File: config.mk
export PLATFORM = sky130hd
export DESIGN_NAME = ps2_mouse_decoder
export DESIGN_NICKNAME = d
export VERILOG_FILES = /design/src/rtl/ps2m_pkg.sv /design/src/rtl/ps2m_line_sync.sv /design/src/rtl/ps2m_word_rx.sv /design/src/rtl/ps2m_pkt_asm.sv /design/src/rtl/ps2_mouse_decoder.sv
export SDC_FILE = /design/constraint.sdc
export NUM_CORES = 1
export LEC_CHECK = 0
export ABC_AREA = 1
export ABC_CLOCK_PERIOD_IN_PS = 1900
export BUFFER_PORTS_ARGS = -buffer_cell sky130_fd_sc_hd__buf_4
export CORE_ASPECT_RATIO = 0.75
export CORE_MARGIN = 2
export CORE_UTILIZATION = 25
export CTS_CLUSTER_DIAMETER = 50
export DETAILED_ROUTE_END_ITERATION = 10
export PLACE_DENSITY = 0.51
export SKIP_CTS_REPAIR_TIMING = 1
export SLEW_MARGIN = 20
export SYNTH_ARGS = -nofsm -noshare
export SYNTH_HDL_FRONTEND = slang
export SYNTH_HIERARCHICAL = 1
export SYNTH_SLANG_ARGS = --single-unit
File: constraint.sdc
create_clock -name clk -period 1.9 [get_ports clk]
set_clock_uncertainty 0.05 [all_clocks]
set_input_delay 0.38 -clock clk [delete_from_list [all_inputs] [get_ports clk]]
set_output_delay 0.38 -clock clk [all_outputs]
set_load 0.05 [all_outputs]
File: src/rtl/ps2m_pkg.sv
`timescale 1ns/1ps
package ps2m_pkg;
  localparam int unsigned DATA_BITS = 8;
  localparam int unsigned PAR_POS   = DATA_BITS + 1;
  localparam int unsigned STOP_POS  = DATA_BITS + 2;
  localparam int unsigned POS_W     = $clog2(STOP_POS + 1);

  localparam int unsigned ST_LEFT  = 0;
  localparam int unsigned ST_RIGHT = 1;
  localparam int unsigned ST_MARK  = 3;
  localparam int unsigned ST_XSIGN = 4;
  localparam int unsigned ST_YSIGN = 5;
  localparam int unsigned ST_XOVF  = 6;
  localparam int unsigned ST_YOVF  = 7;

  typedef enum logic [1:0] {
    SLOT_STATUS = 2'd0,
    SLOT_X      = 2'd1,
    SLOT_Y      = 2'd2
  } ps2m_slot_e;

  typedef struct packed {
    logic       btn_l;
    logic       btn_r;
    logic       ovf_x;
    logic       ovf_y;
    logic [8:0] dx;
    logic [8:0] dy;
  } ps2m_report_t;
endpackage

File: src/rtl/ps2m_line_sync.sv
`timescale 1ns/1ps
module ps2m_line_sync #(
  parameter int unsigned STAGES = 2
) (
  input  logic clk,
  input  logic rst_n,
  input  logic clk_line_i,
  input  logic dat_line_i,
  output logic fall_o,
  output logic bit_o
);
  localparam int unsigned LAST = STAGES - 1;

  logic [STAGES-1:0] c_sh;
  logic [STAGES-1:0] d_sh;
  logic              c_prev;

  generate
    if (STAGES == 1) begin : g_single
      always_ff @(posedge clk or negedge rst_n) begin
        if (!rst_n) begin
          c_sh <= '1;
          d_sh <= '1;
        end else begin
          c_sh <= clk_line_i;
          d_sh <= dat_line_i;
        end
      end
    end else begin : g_chain
      always_ff @(posedge clk or negedge rst_n) begin
        if (!rst_n) begin
          c_sh <= '1;
          d_sh <= '1;
        end else begin
          c_sh <= {c_sh[STAGES-2:0], clk_line_i};
          d_sh <= {d_sh[STAGES-2:0], dat_line_i};
        end
      end
    end
  endgenerate

  always_ff @(posedge clk or negedge rst_n) begin
    if (!rst_n) c_prev <= 1'b1;
    else        c_prev <= c_sh[LAST];
  end

  assign fall_o = c_prev & ~c_sh[LAST];
  assign bit_o  = d_sh[LAST];
endmodule

File: src/rtl/ps2m_word_rx.sv
`timescale 1ns/1ps
module ps2m_word_rx
  import ps2m_pkg::*;
(
  input  logic                 clk,
  input  logic                 rst_n,
  input  logic                 fall_i,
  input  logic                 bit_i,
  input  logic                 flush_i,
  output logic                 byte_vld_o,
  output logic                 err_o,
  output logic [DATA_BITS-1:0] byte_o,
  output logic                 busy_o
);
  logic [POS_W-1:0]     pos;
  logic [DATA_BITS-1:0] sh;
  logic                 par;

  always_ff @(posedge clk or negedge rst_n) begin
    if (!rst_n) begin
      pos        <= '0;
      sh         <= '0;
      par        <= 1'b0;
      byte_vld_o <= 1'b0;
      err_o      <= 1'b0;
    end else begin
      byte_vld_o <= 1'b0;
      err_o      <= 1'b0;
      if (flush_i) begin
        pos <= '0;
      end else if (fall_i) begin
        if (pos == '0) begin
          if (!bit_i) pos <= POS_W'(1);
        end else if (pos <= POS_W'(DATA_BITS)) begin
          sh  <= {bit_i, sh[DATA_BITS-1:1]};
          pos <= pos + POS_W'(1);
        end else if (pos == POS_W'(PAR_POS)) begin
          par <= bit_i;
          pos <= pos + POS_W'(1);
        end else begin
          pos <= '0;
          if (bit_i && (^{sh, par})) byte_vld_o <= 1'b1;
          else                       err_o      <= 1'b1;
        end
      end
    end
  end

  assign byte_o = sh;
  assign busy_o = (pos != '0);
endmodule

File: src/rtl/ps2m_pkt_asm.sv
`timescale 1ns/1ps
module ps2m_pkt_asm
  import ps2m_pkg::*;
#(
  parameter int unsigned TIMEOUT_CYC = 100000
) (
  input  logic                 clk,
  input  logic                 rst_n,
  input  logic                 fall_i,
  input  logic                 rx_busy_i,
  input  logic                 byte_vld_i,
  input  logic                 err_i,
  input  logic [DATA_BITS-1:0] byte_i,
  input  logic                 ready_i,
  output logic                 flush_o,
  output logic                 valid_o,
  output ps2m_report_t         report_o
);
  localparam int unsigned TW = $clog2(TIMEOUT_CYC + 1);
  localparam logic [TW-1:0] LIMIT = TW'(TIMEOUT_CYC);

  ps2m_slot_e     slot;
  logic [TW-1:0]  idle_cnt;
  logic           busy;
  logic           st_l, st_r, st_xs, st_ys, st_xv, st_yv;
  logic [7:0]     x_mag;
  logic           unused_bit2;

  assign unused_bit2 = byte_i[2];
  assign busy    = rx_busy_i || (slot != SLOT_STATUS);
  assign flush_o = busy && (idle_cnt == LIMIT);

  always_ff @(posedge clk or negedge rst_n) begin
    if (!rst_n) idle_cnt <= '0;
    else if (fall_i || !busy) idle_cnt <= '0;
    else if (idle_cnt != LIMIT) idle_cnt <= idle_cnt + TW'(1);
  end

  always_ff @(posedge clk or negedge rst_n) begin
    if (!rst_n) begin
      slot     <= SLOT_STATUS;
      valid_o  <= 1'b0;
      report_o <= '0;
      {st_l, st_r, st_xs, st_ys, st_xv, st_yv} <= '0;
      x_mag    <= '0;
    end else begin
      if (valid_o && ready_i) valid_o <= 1'b0;
      if (flush_o || err_i) begin
        slot <= SLOT_STATUS;
      end else if (byte_vld_i) begin
        unique case (slot)
          SLOT_STATUS: begin
            if (byte_i[ST_MARK]) begin
              st_l  <= byte_i[ST_LEFT];
              st_r  <= byte_i[ST_RIGHT];
              st_xs <= byte_i[ST_XSIGN];
              st_ys <= byte_i[ST_YSIGN];
              st_xv <= byte_i[ST_XOVF];
              st_yv <= byte_i[ST_YOVF];
              slot  <= SLOT_X;
            end
          end
          SLOT_X: begin
            x_mag <= byte_i;
            slot  <= SLOT_Y;
          end
          default: begin
            slot <= SLOT_STATUS;
            if (!valid_o || ready_i) begin
              valid_o        <= 1'b1;
              report_o.btn_l <= st_l;
              report_o.btn_r <= st_r;
              report_o.ovf_x <= st_xv;
              report_o.ovf_y <= st_yv;
              report_o.dx    <= {st_xs, x_mag};
              report_o.dy    <= {st_ys, byte_i};
            end
          end
        endcase
      end
    end
  end
endmodule

File: src/rtl/ps2_mouse_decoder.sv
`timescale 1ns/1ps
module ps2_mouse_decoder
  import ps2m_pkg::*;
#(
  parameter int unsigned SYNC_STAGES = 2,
  parameter int unsigned TIMEOUT_CYC = 100000
) (
  input  logic       clk,
  input  logic       rst_n,
  input  logic       ps2_clk_i,
  input  logic       ps2_dat_i,
  output logic       rpt_valid_o,
  input  logic       rpt_ready_i,
  output logic       rpt_btn_left_o,
  output logic       rpt_btn_right_o,
  output logic       rpt_ovf_x_o,
  output logic       rpt_ovf_y_o,
  output logic [8:0] rpt_dx_o,
  output logic [8:0] rpt_dy_o
);
  logic                 edge_fall;
  logic                 line_bit;
  logic                 rx_flush;
  logic                 rx_vld;
  logic                 rx_err;
  logic                 rx_busy;
  logic [DATA_BITS-1:0] rx_byte;
  ps2m_report_t         rpt;

  ps2m_line_sync #(.STAGES(SYNC_STAGES)) u_sync (
    .clk        (clk),
    .rst_n      (rst_n),
    .clk_line_i (ps2_clk_i),
    .dat_line_i (ps2_dat_i),
    .fall_o     (edge_fall),
    .bit_o      (line_bit)
  );

  ps2m_word_rx u_rx (
    .clk        (clk),
    .rst_n      (rst_n),
    .fall_i     (edge_fall),
    .bit_i      (line_bit),
    .flush_i    (rx_flush),
    .byte_vld_o (rx_vld),
    .err_o      (rx_err),
    .byte_o     (rx_byte),
    .busy_o     (rx_busy)
  );

  ps2m_pkt_asm #(.TIMEOUT_CYC(TIMEOUT_CYC)) u_asm (
    .clk        (clk),
    .rst_n      (rst_n),
    .fall_i     (edge_fall),
    .rx_busy_i  (rx_busy),
    .byte_vld_i (rx_vld),
    .err_i      (rx_err),
    .byte_i     (rx_byte),
    .ready_i    (rpt_ready_i),
    .flush_o    (rx_flush),
    .valid_o    (rpt_valid_o),
    .report_o   (rpt)
  );

  assign rpt_btn_left_o  = rpt.btn_l;
  assign rpt_btn_right_o = rpt.btn_r;
  assign rpt_ovf_x_o     = rpt.ovf_x;
  assign rpt_ovf_y_o     = rpt.ovf_y;
  assign rpt_dx_o        = rpt.dx;
  assign rpt_dy_o        = rpt.dy;
endmodule

# Word level (Yosys, flattened, before mapping)
# Index checks and enable logic that the tools add are counted.
dict set report op_classes {
  addsub 2
  magnitude_cmp 1
  n_eq_ne 6
  muxes 29
  n_bitwise 7
  reduce_logical 25
}
# op count
set op_table {}
lappend op_table {{$mux 17} 2}
lappend op_table {{$mux 4} 6}
lappend op_table {{$add 17x1->17 const B} 1}
lappend op_table {{$eq 17x17->1 const B} 1}
lappend op_table {{$mux 1} 17}
lappend op_table {{$ne 17x17->1 const B} 1}
lappend op_table {{$reduce_and 4->1} 3}
lappend op_table {{$reduce_xor 9->1} 1}
lappend op_table {{$reduce_bool 2->1} 4}
lappend op_table {{$mux 2} 3}
lappend op_table {{$ne 3x2->1 const B} 2}
lappend op_table {{$not 1->1} 6}
lappend op_table {{$reduce_and 5->1} 1}
lappend op_table {{$add 4x1->4 const B} 1}
lappend op_table {{$eq 4x4->1 const B} 1}
lappend op_table {{$le 4x4->1 const B} 1}
lappend op_table {{$logic_not 4->1} 1}
lappend op_table {{$logic_or 1x1->1} 4}
lappend op_table {{$pmux 2 s2} 1}
lappend op_table {{$reduce_and 2->1} 2}
lappend op_table {{$reduce_bool 4->1} 1}
lappend op_table {{$logic_and 1x1->1} 3}
lappend op_table {{$reduce_and 3->1} 1}
lappend op_table {{$eq 2x1->1 const B} 1}
lappend op_table {{other kinds (4)} 5}
dict set report totals {
  register_bits 76
  input_bits 5
}

# Logic depth before layout (Yosys ltp)
# Gate-level depths: netlist of the first run.
dict set report logic_depth {
  word_depth 8
  mapped_depth 14
}

# Cells and area by module
# The synthesis of the first run kept the hierarchy.
# mod instances cells_each area_each_um2 seq_area_each_um2
set by_module_without_submodules {}
lappend by_module_without_submodules {ps2m_pkt_asm 1 323 2613.8 1401.3}
lappend by_module_without_submodules {ps2m_word_rx 1 113 894.6 375.4}
lappend by_module_without_submodules {ps2m_line_sync 1 7 141.4 131.4}

# Worst setup path before layout of the first run
# Ideal clock, no wire load.
dict set report synth_timing {
  path_type {register -> register}
  from {register u_rx.pos[0]}
  to {register u_rx.sh[1], in the netlist u_rx/byte_o[1]}
  setup_ns 0.125
  arrival_time_ns 1.754
  required_time_ns 1.725
  path_slack_ns -0.029
  stages_incl_launch_ff 11
  n_path_buf 0
  period_less_slack_ns 1.929
  path_cell_list {dfrtp_1 -> inv_1 -> ha_1 -> nand3_4 -> inv_1 -> nand2_2 -> inv_1 -> nor2_1 -> nor2_2 -> nand3b_4 -> mux2_4}
}
dict set report synth_via {
  elab_chain_cells 5
}
# element line_no
set synth_lines {}
lappend synth_lines {{start, declared} ps2m_word_rx.sv:15} ;# logic [POS_W-1:0] pos;
lappend synth_lines {{start signal, assigned} ps2m_word_rx.sv:36} ;# pos <= pos + POS_W'(1);
lappend synth_lines {{start signal, assigned} ps2m_word_rx.sv:39} ;# pos <= pos + POS_W'(1);
lappend synth_lines {{$reduce_bool 4->1} ps2m_word_rx.sv:50} ;# assign busy_o = (pos != '0);
lappend synth_lines {{via rx_busy} ps2_mouse_decoder.sv:26} ;# logic rx_busy;
lappend synth_lines {{$logic_or 1x1->1} ps2m_pkt_asm.sv:30} ;# assign busy = rx_busy_i || (slot != SLOT_STATUS);
lappend synth_lines {{$logic_and 1x1->1} ps2m_pkt_asm.sv:31} ;# assign flush_o = busy && (idle_cnt == LIMIT);
lappend synth_lines {{via rx_flush} ps2_mouse_decoder.sv:23} ;# logic rx_flush;
lappend synth_lines {{$not 1->1 (no line)} -}
lappend synth_lines {{$reduce_and 4->1 (no line)} -}
lappend synth_lines {{end signal, assigned} ps2m_word_rx.sv:35} ;# sh <= {bit_i, sh[DATA_BITS-1:1]};
lappend synth_lines {{end, declared} ps2m_word_rx.sv:16} ;# logic [DATA_BITS-1:0] sh;
# The timed path passes the listed nets, and every way through them passes these cells.
# A chain may end at the register's enable or synchronous reset.

# Worst setup path after layout of the first run
dict set report layout_timing {
  from {register u_asm.idle_cnt[1]}
  to {register u_rx.sh[1], in the netlist u_rx/byte_o[1]}
}
dict set report layout_via {
  elab_chain_cells 4
}
# element line_no
set layout_lines {}
lappend layout_lines {{start, declared} ps2m_pkt_asm.sv:23} ;# logic [TW-1:0] idle_cnt;
lappend layout_lines {{start signal, assigned} ps2m_pkt_asm.sv:36} ;# else if (idle_cnt != LIMIT) idle_cnt <= idle_cnt + TW'(1);
lappend layout_lines {{$eq 17x17->1} ps2m_pkt_asm.sv:31}
lappend layout_lines {{$logic_and 1x1->1} ps2m_pkt_asm.sv:31}
lappend layout_lines {{via rx_flush} ps2_mouse_decoder.sv:23}
lappend layout_lines {{$not 1->1 (no line)} -}
lappend layout_lines {{$reduce_and 4->1 (no line)} -}
# The timed path passes the listed nets, and every way through them passes these cells.

==> results.py, run 1 <==
metrics = {
    "die": {
        "rows": 38,
        "start_util": 0.2542,
        "fp.dieArea_sq_mm": 0.01559,
        "coreArea_sq_mm": 0.01436,
        "die_h_microns": 108.6,
        "ios": 28,
        "die_w_microns": 143.5,
    },
    "drt": {
        "drtAntennaViolNets": 0,
        "drc": 0,
        "routed_wl_mm": 8.041,
        "drtIter0Drc": 192,
        "vias": 2914,
        "routedWlPerCell_microns": 11.52,
        "drt_pass1_iterations": 4,
        "viasPerCell": 4.175,
    },
    "yosys": {
        "synth_area_per_cell_sq_um": 8.239,
        "yosysTopAreaCellShare": 0.4868,
        "synth_top_area_cell": "dfrtp_1",
        "ys.warnings.count": 6,
        "synth_edf_count": 0,
        "synth-main-ff-cell": "dfrtp_1",
        "yosysUniqueCellTypes": 35,
        "syn_area_sq_mm": 0.003650,
        "async_flop_share": 1.000,
        "syn_inst": 443,
        "synth.ff_latch_count": 76,
        "syn_nets": 453,
        "ys_top_cells_by_area": "dfrtp_1 49%, nand2_1 18%, inv_1 4.5%",
        "ys_seq_area_frac": 0.5228,
    },
    "worst_setup_path": {
        "cp_max_fo": 4,
        "worstPathArrival_ns": 2.03,
        "critPathRequiredTime_ns": 2.07,
        "critPathLaunch": "u_asm/idle_cnt[1]",
        "start_kind": "flip-flop",
        "crit_type": "flip-flop to flip-flop",
        "rr_startpoint": "u_asm/idle_cnt[1]",
        "endpoint_kind": "flip-flop",
    },
    "global_route": {
        "antenna_found_initial": 0,
        "grt_pass1_wl_mm": 13.50,
        "grt_max_degree": 35,
        "grt_use_total": 0.1120,
        "grt_pass1_vias": 2729,
        "grt.overflow.total": 0,
    },
    "hold_path": {
        "hp-start": "ps2_clk_i",
        "hold_path_class": "input pin to flip-flop",
    },
    "clocking": {
        "cts_buffers": 9,
        "clk_pin_slew_ns": 0.06,
        "cts_buffer_depth": 2,
        "cts_root_buf": "clkbuf_16",
        "clock_sinks": 76,
        "htree_levels": 3,
        "clock_latency_ns": 0.34,
        "cts_tree": "built",
    },
    "pwr": {
        "p_leak_nw": 2.378,
        "totalPowerFinal_w": 0.005118,
        "power_density_mw_per_mm2": 1103,
        "power.internal_w": 0.003520,
        "swShare": 0.3122,
        "power_frac_clock": 0.387,
        "p_sw_w": 0.001598,
        "peakVddDrop_uv": 517.8,
        "seq_power_share": 0.387,
        "combinationalPowerShare": 0.226,
    },
    "sta": {
        "slew_violations": 0,
        "fin_crit_ns": 1.860,
        "finalCritPeriodShare": 0.9791,
        "rsz0062_at_grt": "true",
        "tightest_slew_ns": 0.3899,
        "max_clock_freq_mhz": 537.5,
        "setup_viol": 0,
        "setup_tns_ns": 0,
        "finalHoldViolations": 0,
        "slew_headroom": 0.7401,
    },
    "cells_and_area": {
        "num_antenna_cells": 0,
        "drive_above_1_share": 0.2269,
        "fin_nets": 503,
        "area_growth_pct": 27.12,
    },
    "placement": {
        "io_buffers": 27,
        "place_congestion": 0.8017,
        "hpwl_mm": 5.558,
    },
    "flow_run": {
        "maxCapViolCount": 0,
    },
    "status": {
        "status": "finished, final reports clean",
    },
}
-- cells in the mapped netlist (2+ instances only) --
master / count
nor3_1: 4
nand3_1: 19
nor4_1: 2
nand3_2: 2
nor2_1: 36
nand2_1: 177
buf_6: 2
o21ai_2: 4
nand2_2: 5
ha_1: 5
o21ai_0: 11
nand4_2: 2
xor2_1: 2
nand3_4: 2
nor2_4: 3
nand4_1: 8
inv_1: 44
dfstp_2: 5
o21ai_1: 3
dfrtp_1: 71
buf_4: 3
a21oi_1: 11
inv_2: 6
nor2_2: 5
-- metrics by stage --
step	worst slack, ns	utilization	cells	cell area [sq um]	hold slack (ns)
2_1_floorplan	0.01282	-	443	3652	0.03441
3_3_place_gp	0.006208	0.2889	675	4148	0.2882
3_5_place_dp	-0.02647	0.2889	675	4148	0.2869
4_1_cts	-0.04037	0.3132	691	4497	-0.07876
5_1_grt	-0.1269	0.3231	698	4639	0.08132
6_report	0.03968	0.3231	698	4639	0.09980
-- power groups by stage --
| stage | Clock (W) | Sequential [W] | Combinational, W |
|---|---|---|---|
| floorplan | 0 | 0.00194 | 0.000843 |
| global route | 0.00212 | 0.00201 | 0.00132 |
| global placement | 0 | 0.00200 | 0.00107 |
| finish | 0.00198 | 0.00198 | 0.00116 |
| detailed placement | 0 | 0.00200 | 0.00109 |
| CTS | 0.00205 | 0.00197 | 0.00110 |
-- logic make-up after synthesis --
| kind of cell | after synthesis | share of synthesized area |
|---|---|---|
| AO/OA/AOI/OAI | 35 | 0.05622 |
| XOR/XNOR | 3 | 0.007200 |
| adder cells (fa/ha/maj) | 5 | 0.01714 |
| buffers and inverters | 56 | 0.06925 |
| flip-flops | 76 | 0.5228 |
| multiplexers | 1 | 0.004113 |
| AND/OR/NAND/NOR | 267 | 0.3233 |
-- layout by cell type (no fill, tap or decap), drive strengths merged --
cell,Yosys,final
o31ai,1,1
ha,5,5
a22oi,1,1
nand3,23,23
xor2,2,2
dfstp,5,5
nand4,10,10
nor4,2,2
a2bb2oi,1,1
clkinvlp,0,1
nand3b,1,1
nor2,44,45
mux2,1,1
nor3,4,4
bufinv,0,3
dfrtp,71,71
o21ai,18,18
a31oi,1,1
inv,50,51
dlygate4sd3,0,1
buf,6,43
clkbuf,0,9
xnor2,1,1
a21oi,12,12
clkinv,0,2
nand2,182,182
or2,1,1
o22ai,1,1
-- cell type report --
| cell class | count | area [sq um] |
|---|---|---|
| Clock buffer | 9 | 225.2 |
| Clock inverter | 7 | 123.9 |
| Fill cell | 1540 | 9719 |
| Inverter | 50 | 187.7 |
| Multi-Input combinational cell | 312 | 1567 |
| Sequential cell | 76 | 1908 |
| Tap cell | 200 | 250.2 |
| Timing Repair Buffer | 44 | 377.9 |
-- sequential cells by signal, indices dropped and copies added (netlist names), 2 cells and up --
| name | count |
|---|---|
| u_asm/report_o | 22 |
| u_asm/idle_cnt | 17 |
| u_asm/x_mag | 8 |
| u_rx/byte_o | 8 |
| u_rx/pos | 4 |
| u_asm/slot | 2 |
| u_sync/c_sh | 2 |
| u_sync/d_sh | 2 |
-- worst paths after layout --
kind                                       to  slack (ns)  cells past startpoint
max in group asynchronous      u_sync/d_sh[1]        0.77                      3
hold reg to reg                u_sync/c_sh[1]        0.31                      0
min in group asynchronous  u_asm/idle_cnt[12]        0.46                      2
setup / recovery               u_rx/byte_o[1]        0.04                     11
hold / removal                 u_sync/c_sh[0]         0.1                      1
setup reg to reg               u_rx/byte_o[1]        0.04                     11
-- critical path, stage by stage (launching register included) --
cell and delay [ns]:
dfrtp_1 0.40, inv_1 0.07, ha_2 0.17, nand2_1 0.05
inv_1 0.06, nand2_2 0.05, nor2_2 0.07, nand4_1 0.16
nor2_4 0.20, nor2_4 0.07, nand3b_4 0.09, mux2_4 0.29
-- layer usage --
metal | part of all wire | global-route usage | up-vias | routed length, microns
li1 | - | - | 1494 | -
met1 | 0.51 | 0.1571 | 1363 | 4126
met2 | 0.42 | 0.1575 | 49 | 3403
met3 | 0.049 | 0.03645 | 8 | 392
met4 | 0.015 | 0.04832 | 0 | 119
met5 | 0 | 0 | - | 0
(Power assumes the default switching activity.)
==> run 2, diff against run 1 <==
--- a/config.mk
+++ b/config.mk
@@ -8,7 +8,6 @@
 export ABC_AREA = 1
 export ABC_CLOCK_PERIOD_IN_PS = 1900
 export BUFFER_PORTS_ARGS = -buffer_cell sky130_fd_sc_hd__buf_4
-export CORE_ASPECT_RATIO = 0.75
 export CORE_MARGIN = 2
 export CORE_UTILIZATION = 25
 export CTS_CLUSTER_DIAMETER = 50
==> run 2 against run 1 <==
Global-route usage fell by 0.26 points. Critical path depth unchanged. Via count up 0.41%. Power is 6.5% lower. Critical endpoint unchanged.
==> results.py, run 2 (same netlist as run 1, synthesis figures left out) <==
metrics = {
    "placement": {
        "place_congestion": 0.7862,
        "place_inst": 664,
        "hpwl_mm": 5.625,
        "io_buffers": 27,
        "dpl_cell_area_sq_mm": 0.004165,
    },
    "cells_and_area": {
        "fillers": 1504,
        "reg_top3": "u_asm/report_o x22, u_asm/idle_cnt x17",
        "num_antenna_cells": 0,
        "post-route-cell-area_sq_mm": 0.004566,
        "fin_nets": 506,
        "final_cells": 685,
        "area_growth_pct": 25.09,
        "largest_reg_flops": 22,
        "final_common_cell": "nand2_1",
        "fin_util": 0.3165,
        "drive_above_1_share": 0.2255,
        "largest-register": "u_asm/report_o",
        "final_cell_mix": "176 x nand2_1, 71 x dfrtp_1, 42 x buf_4",
    },
    "die": {
        "rows": 44,
        "fp.dieArea_sq_mm": 0.01558,
        "die_h_microns": 124.8,
        "die_w_microns": 124.8,
        "start_util": 0.2530,
        "ios": 28,
        "coreArea_sq_mm": 0.01442,
    },
    "sta": {
        "setup_tns_ns": 0,
        "rsz0062_at_grt": "false",
        "finalHoldViolations": 0,
        "tightest_slew_ns": 0.3768,
        "timing.hold.ws_ns": 0.09676,
        "setup_viol": 0,
        "slew_headroom": 0.7488,
        "slew_violations": 0,
        "max_clock_freq_mhz": 556.2,
        "finalCritPeriodShare": 0.9462,
        "fin_crit_ns": 1.798,
    },
    "pwr": {
        "p_leak_nw": 2.360,
        "peakVddDrop_uv": 530.9,
        "power_frac_clock": 0.338,
        "p_sw_w": 0.001639,
        "seq_power_share": 0.413,
        "power_density_mw_per_mm2": 1049,
        "combinationalPowerShare": 0.249,
        "swShare": 0.3424,
        "power.internal_w": 0.003148,
    },
    "clocking": {
        "cts_tree": "built",
        "cts_root_buf": "clkbuf_16",
        "clk_pin_slew_ns": 0.06,
        "cts_buffer_depth": 2,
        "cts_buffers": 9,
        "clock_sinks": 76,
        "clock_latency_ns": 0.34,
        "htree_levels": 3,
    },
    "global_route": {
        "grt_pass1_vias": 2816,
        "grt_use_total": 0.1094,
        "grt.overflow.total": 0,
        "grt_max_degree": 28,
        "antenna_found_initial": 0,
        "grt_pass1_wl_mm": 13.62,
    },
    "status": {
        "status": "finished, final reports clean",
    },
    "flow_run": {
        "maxCapViolCount": 0,
    },
    "worst_setup_path": {
        "worstPathArrival_ns": 1.97,
        "start_kind": "flip-flop",
        "cp_max_fo": 3,
        "ff2ff_path_depth": 11,
        "critPathRequiredTime_ns": 2.07,
        "crit_type": "flip-flop to flip-flop",
        "endpoint_kind": "flip-flop",
    },
    "hold_path": {
        "hold_path_class": "input pin to flip-flop",
        "hold_path_depth": 1,
    },
    "drt": {
        "viasPerCell": 4.272,
        "drt_pass1_iterations": 4,
        "vias": 2926,
        "drc": 0,
        "drtIter0Drc": 165,
        "routedWlPerCell_microns": 11.81,
        "routed_wl_mm": 8.087,
        "drtAntennaViolNets": 0,
    },
}
run 2: worst paths after layout:
kind | start | end | slack (ns)
max | u_asm/idle_cnt[0] | u_rx/byte_o[1] | 0.10
min | ps2_dat_i | u_sync/d_sh[0] | 0.1
max reg2reg | u_asm/idle_cnt[0] | u_rx/byte_o[1] | 0.10
min reg2reg | u_sync/c_sh[0] | u_sync/c_sh[1] | 0.31
max in group asynchronous | rst_n | u_asm/report_o[3] | 0.80
min in group asynchronous | rst_n | u_asm/idle_cnt[15] | 0.45
run 2: metal layers:
layer / GRT usage / vias up / part of all wire
met1: 0.1498 / 1369 / 0.49
met2: 0.1594 / 46 / 0.45
li1: - / 1501 / -
met4: 0.06013 / 0 / 0.019
met5: 0 / - / 0
met3: 0.02534 / 10 / 0.036
run 2: area by class of cell:
class	instances	area (sq um)	area share
inverter	50	187.7	0.04111
sequential	76	1908	0.4179
timing repair buffer	47	405.4	0.08879
clock buffer	9	225.2	0.04933
tap	184	230.2	0.05042
clock inverter	7	57.56	0.01261
multi-input combinational	312	1551	0.3398
run 2: metrics by stage:
stage,total power [W],setup slack (ns)
5_1_grt,0.005111,0.003471
4_1_cts,0.004808,-0.05790
3_3_place_gp,0.003120,0.02991
6_report,0.004788,0.1022
3_5_place_dp,0.003152,-0.01800
2_1_floorplan,0.002780,0.01282
run 2: critical path, stage by stage (launching register included):
cell and delay, ns:
dfrtp_1 0.39, inv_2 0.08, ha_4 0.13, nand2_1 0.05
inv_1 0.07, nand2_2 0.06, nor2_2 0.08, nand4_1 0.11
nor2_2 0.21, nor2_4 0.06, nand3b_4 0.09, mux2_4 0.29
run 2: power by group through the flow:
stage / Sequential [W] / Clock (W) / Combinational [W]
2_1_floorplan: 0.00194 / 0 / 0.000843
3_3_place_gp: 0.00201 / 0 / 0.00111
3_5_place_dp: 0.00201 / 0 / 0.00115
4_1_cts: 0.00198 / 0.00168 / 0.00115
5_1_grt: 0.00200 / 0.00174 / 0.00137
6_report: 0.00198 / 0.00162 / 0.00119
==> run 3, diff against run 2 <==
==> constraint.sdc (replaced) <==
create_clock -name clk -period 1.9 [get_ports clk]
set_clock_uncertainty 0.05 [all_clocks]
set_input_delay 0.57 -clock clk [delete_from_list [all_inputs] [get_ports clk]]
set_output_delay 0.57 -clock clk [all_outputs]
set_load 0.05 [all_outputs]
==> run 3 against run 2 <==
Hold slack better by 0.049 ns. Critical path type unchanged. Critical path depth unchanged. Sequential share of layout area hardly changed. Final area hardly changed. Critical endpoint unchanged. Non-clock buffer count decreased by 2. Die area unchanged. Routed wire length grew 2.1%. Register-to-register slack hardly changed. Combinational power grew 3%.
==> results.py, run 3 (same netlist as run 1, synthesis figures left out) <==
metrics = {
    "cells_and_area": {
        "reg_top3": "u_asm/report_o x22, u_asm/idle_cnt x17",
        "final_common_cell": "nand2_1",
        "fin_nets": 504,
        "area_growth_pct": 24.99,
        "num_antenna_cells": 0,
        "largest_reg_flops": 22,
        "largest-register": "u_asm/report_o",
        "multi_input_area_sq_mm": 0.001567,
        "regArea_sq_mm": 0.001908,
        "fillers": 1529,
        "post-route-cell-area_sq_mm": 0.004562,
        "drive_above_1_share": 0.2325,
        "fin_util": 0.3163,
        "final_cell_mix": "174 x nand2_1, 71 x dfrtp_1, 41 x buf_4",
    },
    "placement": {
        "hpwl_mm": 5.678,
        "dpl_cell_area_sq_mm": 0.004165,
        "place_congestion": 0.7874,
        "io_buffers": 27,
    },
    "die": {
        "coreArea_sq_mm": 0.01442,
        "rows": 44,
        "ios": 28,
        "die_w_microns": 124.8,
        "fp.dieArea_sq_mm": 0.01558,
        "die_h_microns": 124.8,
        "start_util": 0.2530,
    },
    "worst_setup_path": {
        "path_delay_family": "simple AND/OR/NAND/NOR gates",
        "critPathRequiredTime_ns": 2.08,
        "crit_path_max_incr_delay_ns": 0.39,
        "cp_slowest_cell": "dfrtp_1",
        "path_cells": "inv_2 > ha_4 > nand2_2 > inv_2 > nand2_2 > nor2_1 > nand4_1 > nor2_4 > nor2_4 > nand3b_4 > mux2_4",
        "cp_max_fo": 3,
        "cp_num_buf_inv": 2,
        "worstPathArrival_ns": 1.99,
        "crit_type": "flip-flop to flip-flop",
        "endpoint_kind": "flip-flop",
        "start_kind": "flip-flop",
    },
    "drt": {
        "routedWlPerCell_microns": 12.08,
        "drc": 0,
        "drtAntennaViolNets": 0,
        "routed_wl_mm": 8.253,
        "vias": 2900,
        "drt_pass1_iterations": 4,
        "viasPerCell": 4.246,
        "drtIter0Drc": 142,
    },
    "sta": {
        "tightest_slew_ns": 0.5043,
        "slew_headroom": 0.6638,
        "rsz0062_at_grt": "true",
        "slew_violations": 0,
        "max_clock_freq_mhz": 553.4,
        "finalCritPeriodShare": 0.9511,
        "setup_tns_ns": 0,
        "finalHoldViolations": 0,
        "setup_viol": 0,
        "fin_crit_ns": 1.807,
    },
    "global_route": {
        "grt_pass1_wl_mm": 14.06,
        "grt.overflow.total": 0,
        "grt_pass1_vias": 2909,
        "grt_use_total": 0.1120,
        "grt_max_degree": 37,
        "antenna_found_initial": 0,
    },
    "clocking": {
        "clk_pin_slew_ns": 0.06,
        "cts_tree": "built",
        "clock_sinks": 76,
        "cts_buffer_depth": 2,
        "htree_levels": 3,
        "clock_latency_ns": 0.35,
        "cts_root_buf": "clkbuf_16",
        "cts_buffers": 9,
    },
    "status": {
        "status": "finished, final reports clean",
    },
    "flow_run": {
        "maxCapViolCount": 0,
    },
    "pwr": {
        "power_density_mw_per_mm2": 1070,
        "totalPowerFinal_w": 0.004881,
        "peakVddDrop_uv": 449.5,
        "p_leak_nw": 2.356,
    },
    "hold_path": {
        "hold_path_class": "input pin to asynchronous set/reset pin",
    },
}
==> run 3: changes by cell type in the layout (fill, tap and decap cells not counted), sizes merged <==
cell / previous run / this run
clkinvlp: 2 / 1
clkinv: 1 / 2
dlygate4sd3: 1 / 0
buf: 46 / 45
==> run 3: layout make-up <==
type,instances,area share
well taps,184,0.05047
multi-input cells,312,0.3434
inverters,50,0.04114
clock inverters,7,0.01426
flip-flops and latches,76,0.4183
clock buffers,9,0.04937
repair buffers,45,0.08310
==> run 3: report_power, final <==
group,total (W),internal (W),leakage [nW],switching [W]
Combinational,0.00123,0.000500,1.19,0.000730
Clock,0.00167,0.000916,0.140,0.000754
Sequential,0.00198,0.00177,1.03,0.000216
==> run 3: path summary, 6_finish.rpt <==
kind	startpoint	endpoint	slack [ns]	cells after the start
setup reg to reg	u_asm/idle_cnt[0]	u_rx/byte_o[1]	0.09	11
setup / recovery	u_asm/idle_cnt[0]	u_rx/byte_o[1]	0.09	11
max in group asynchronous	rst_n	u_asm/slot[0]	1.10	2
hold reg to reg	u_sync/d_sh[0]	u_sync/d_sh[1]	0.31	0
hold / removal	rst_n	u_asm/idle_cnt[16]	0.15	1
min in group clk	ps2_clk_i	u_sync/c_sh[0]	0.28	1
==> run 3: stage by stage <==
step	cells	worst slack [ns]	hold WS, ns
final	683	0.09299	0.1460
after global routing	683	-0.02445	0.1774
after CTS	680	-0.02025	0.1531
after detailed placement	664	-0.02067	0.2984
after global placement	664	0.02348	0.2989
after floorplan	443	0.01282	0.2244
==> run 3: per-layer routing <==
layer	up-vias	routed length, microns	GRT usage
met1	1368	4044	0.1479
met3	7	213	0.02620
met5	-	0	0
met2	31	3876	0.1739
met4	0	117	0.05294
li1	1494	-	-
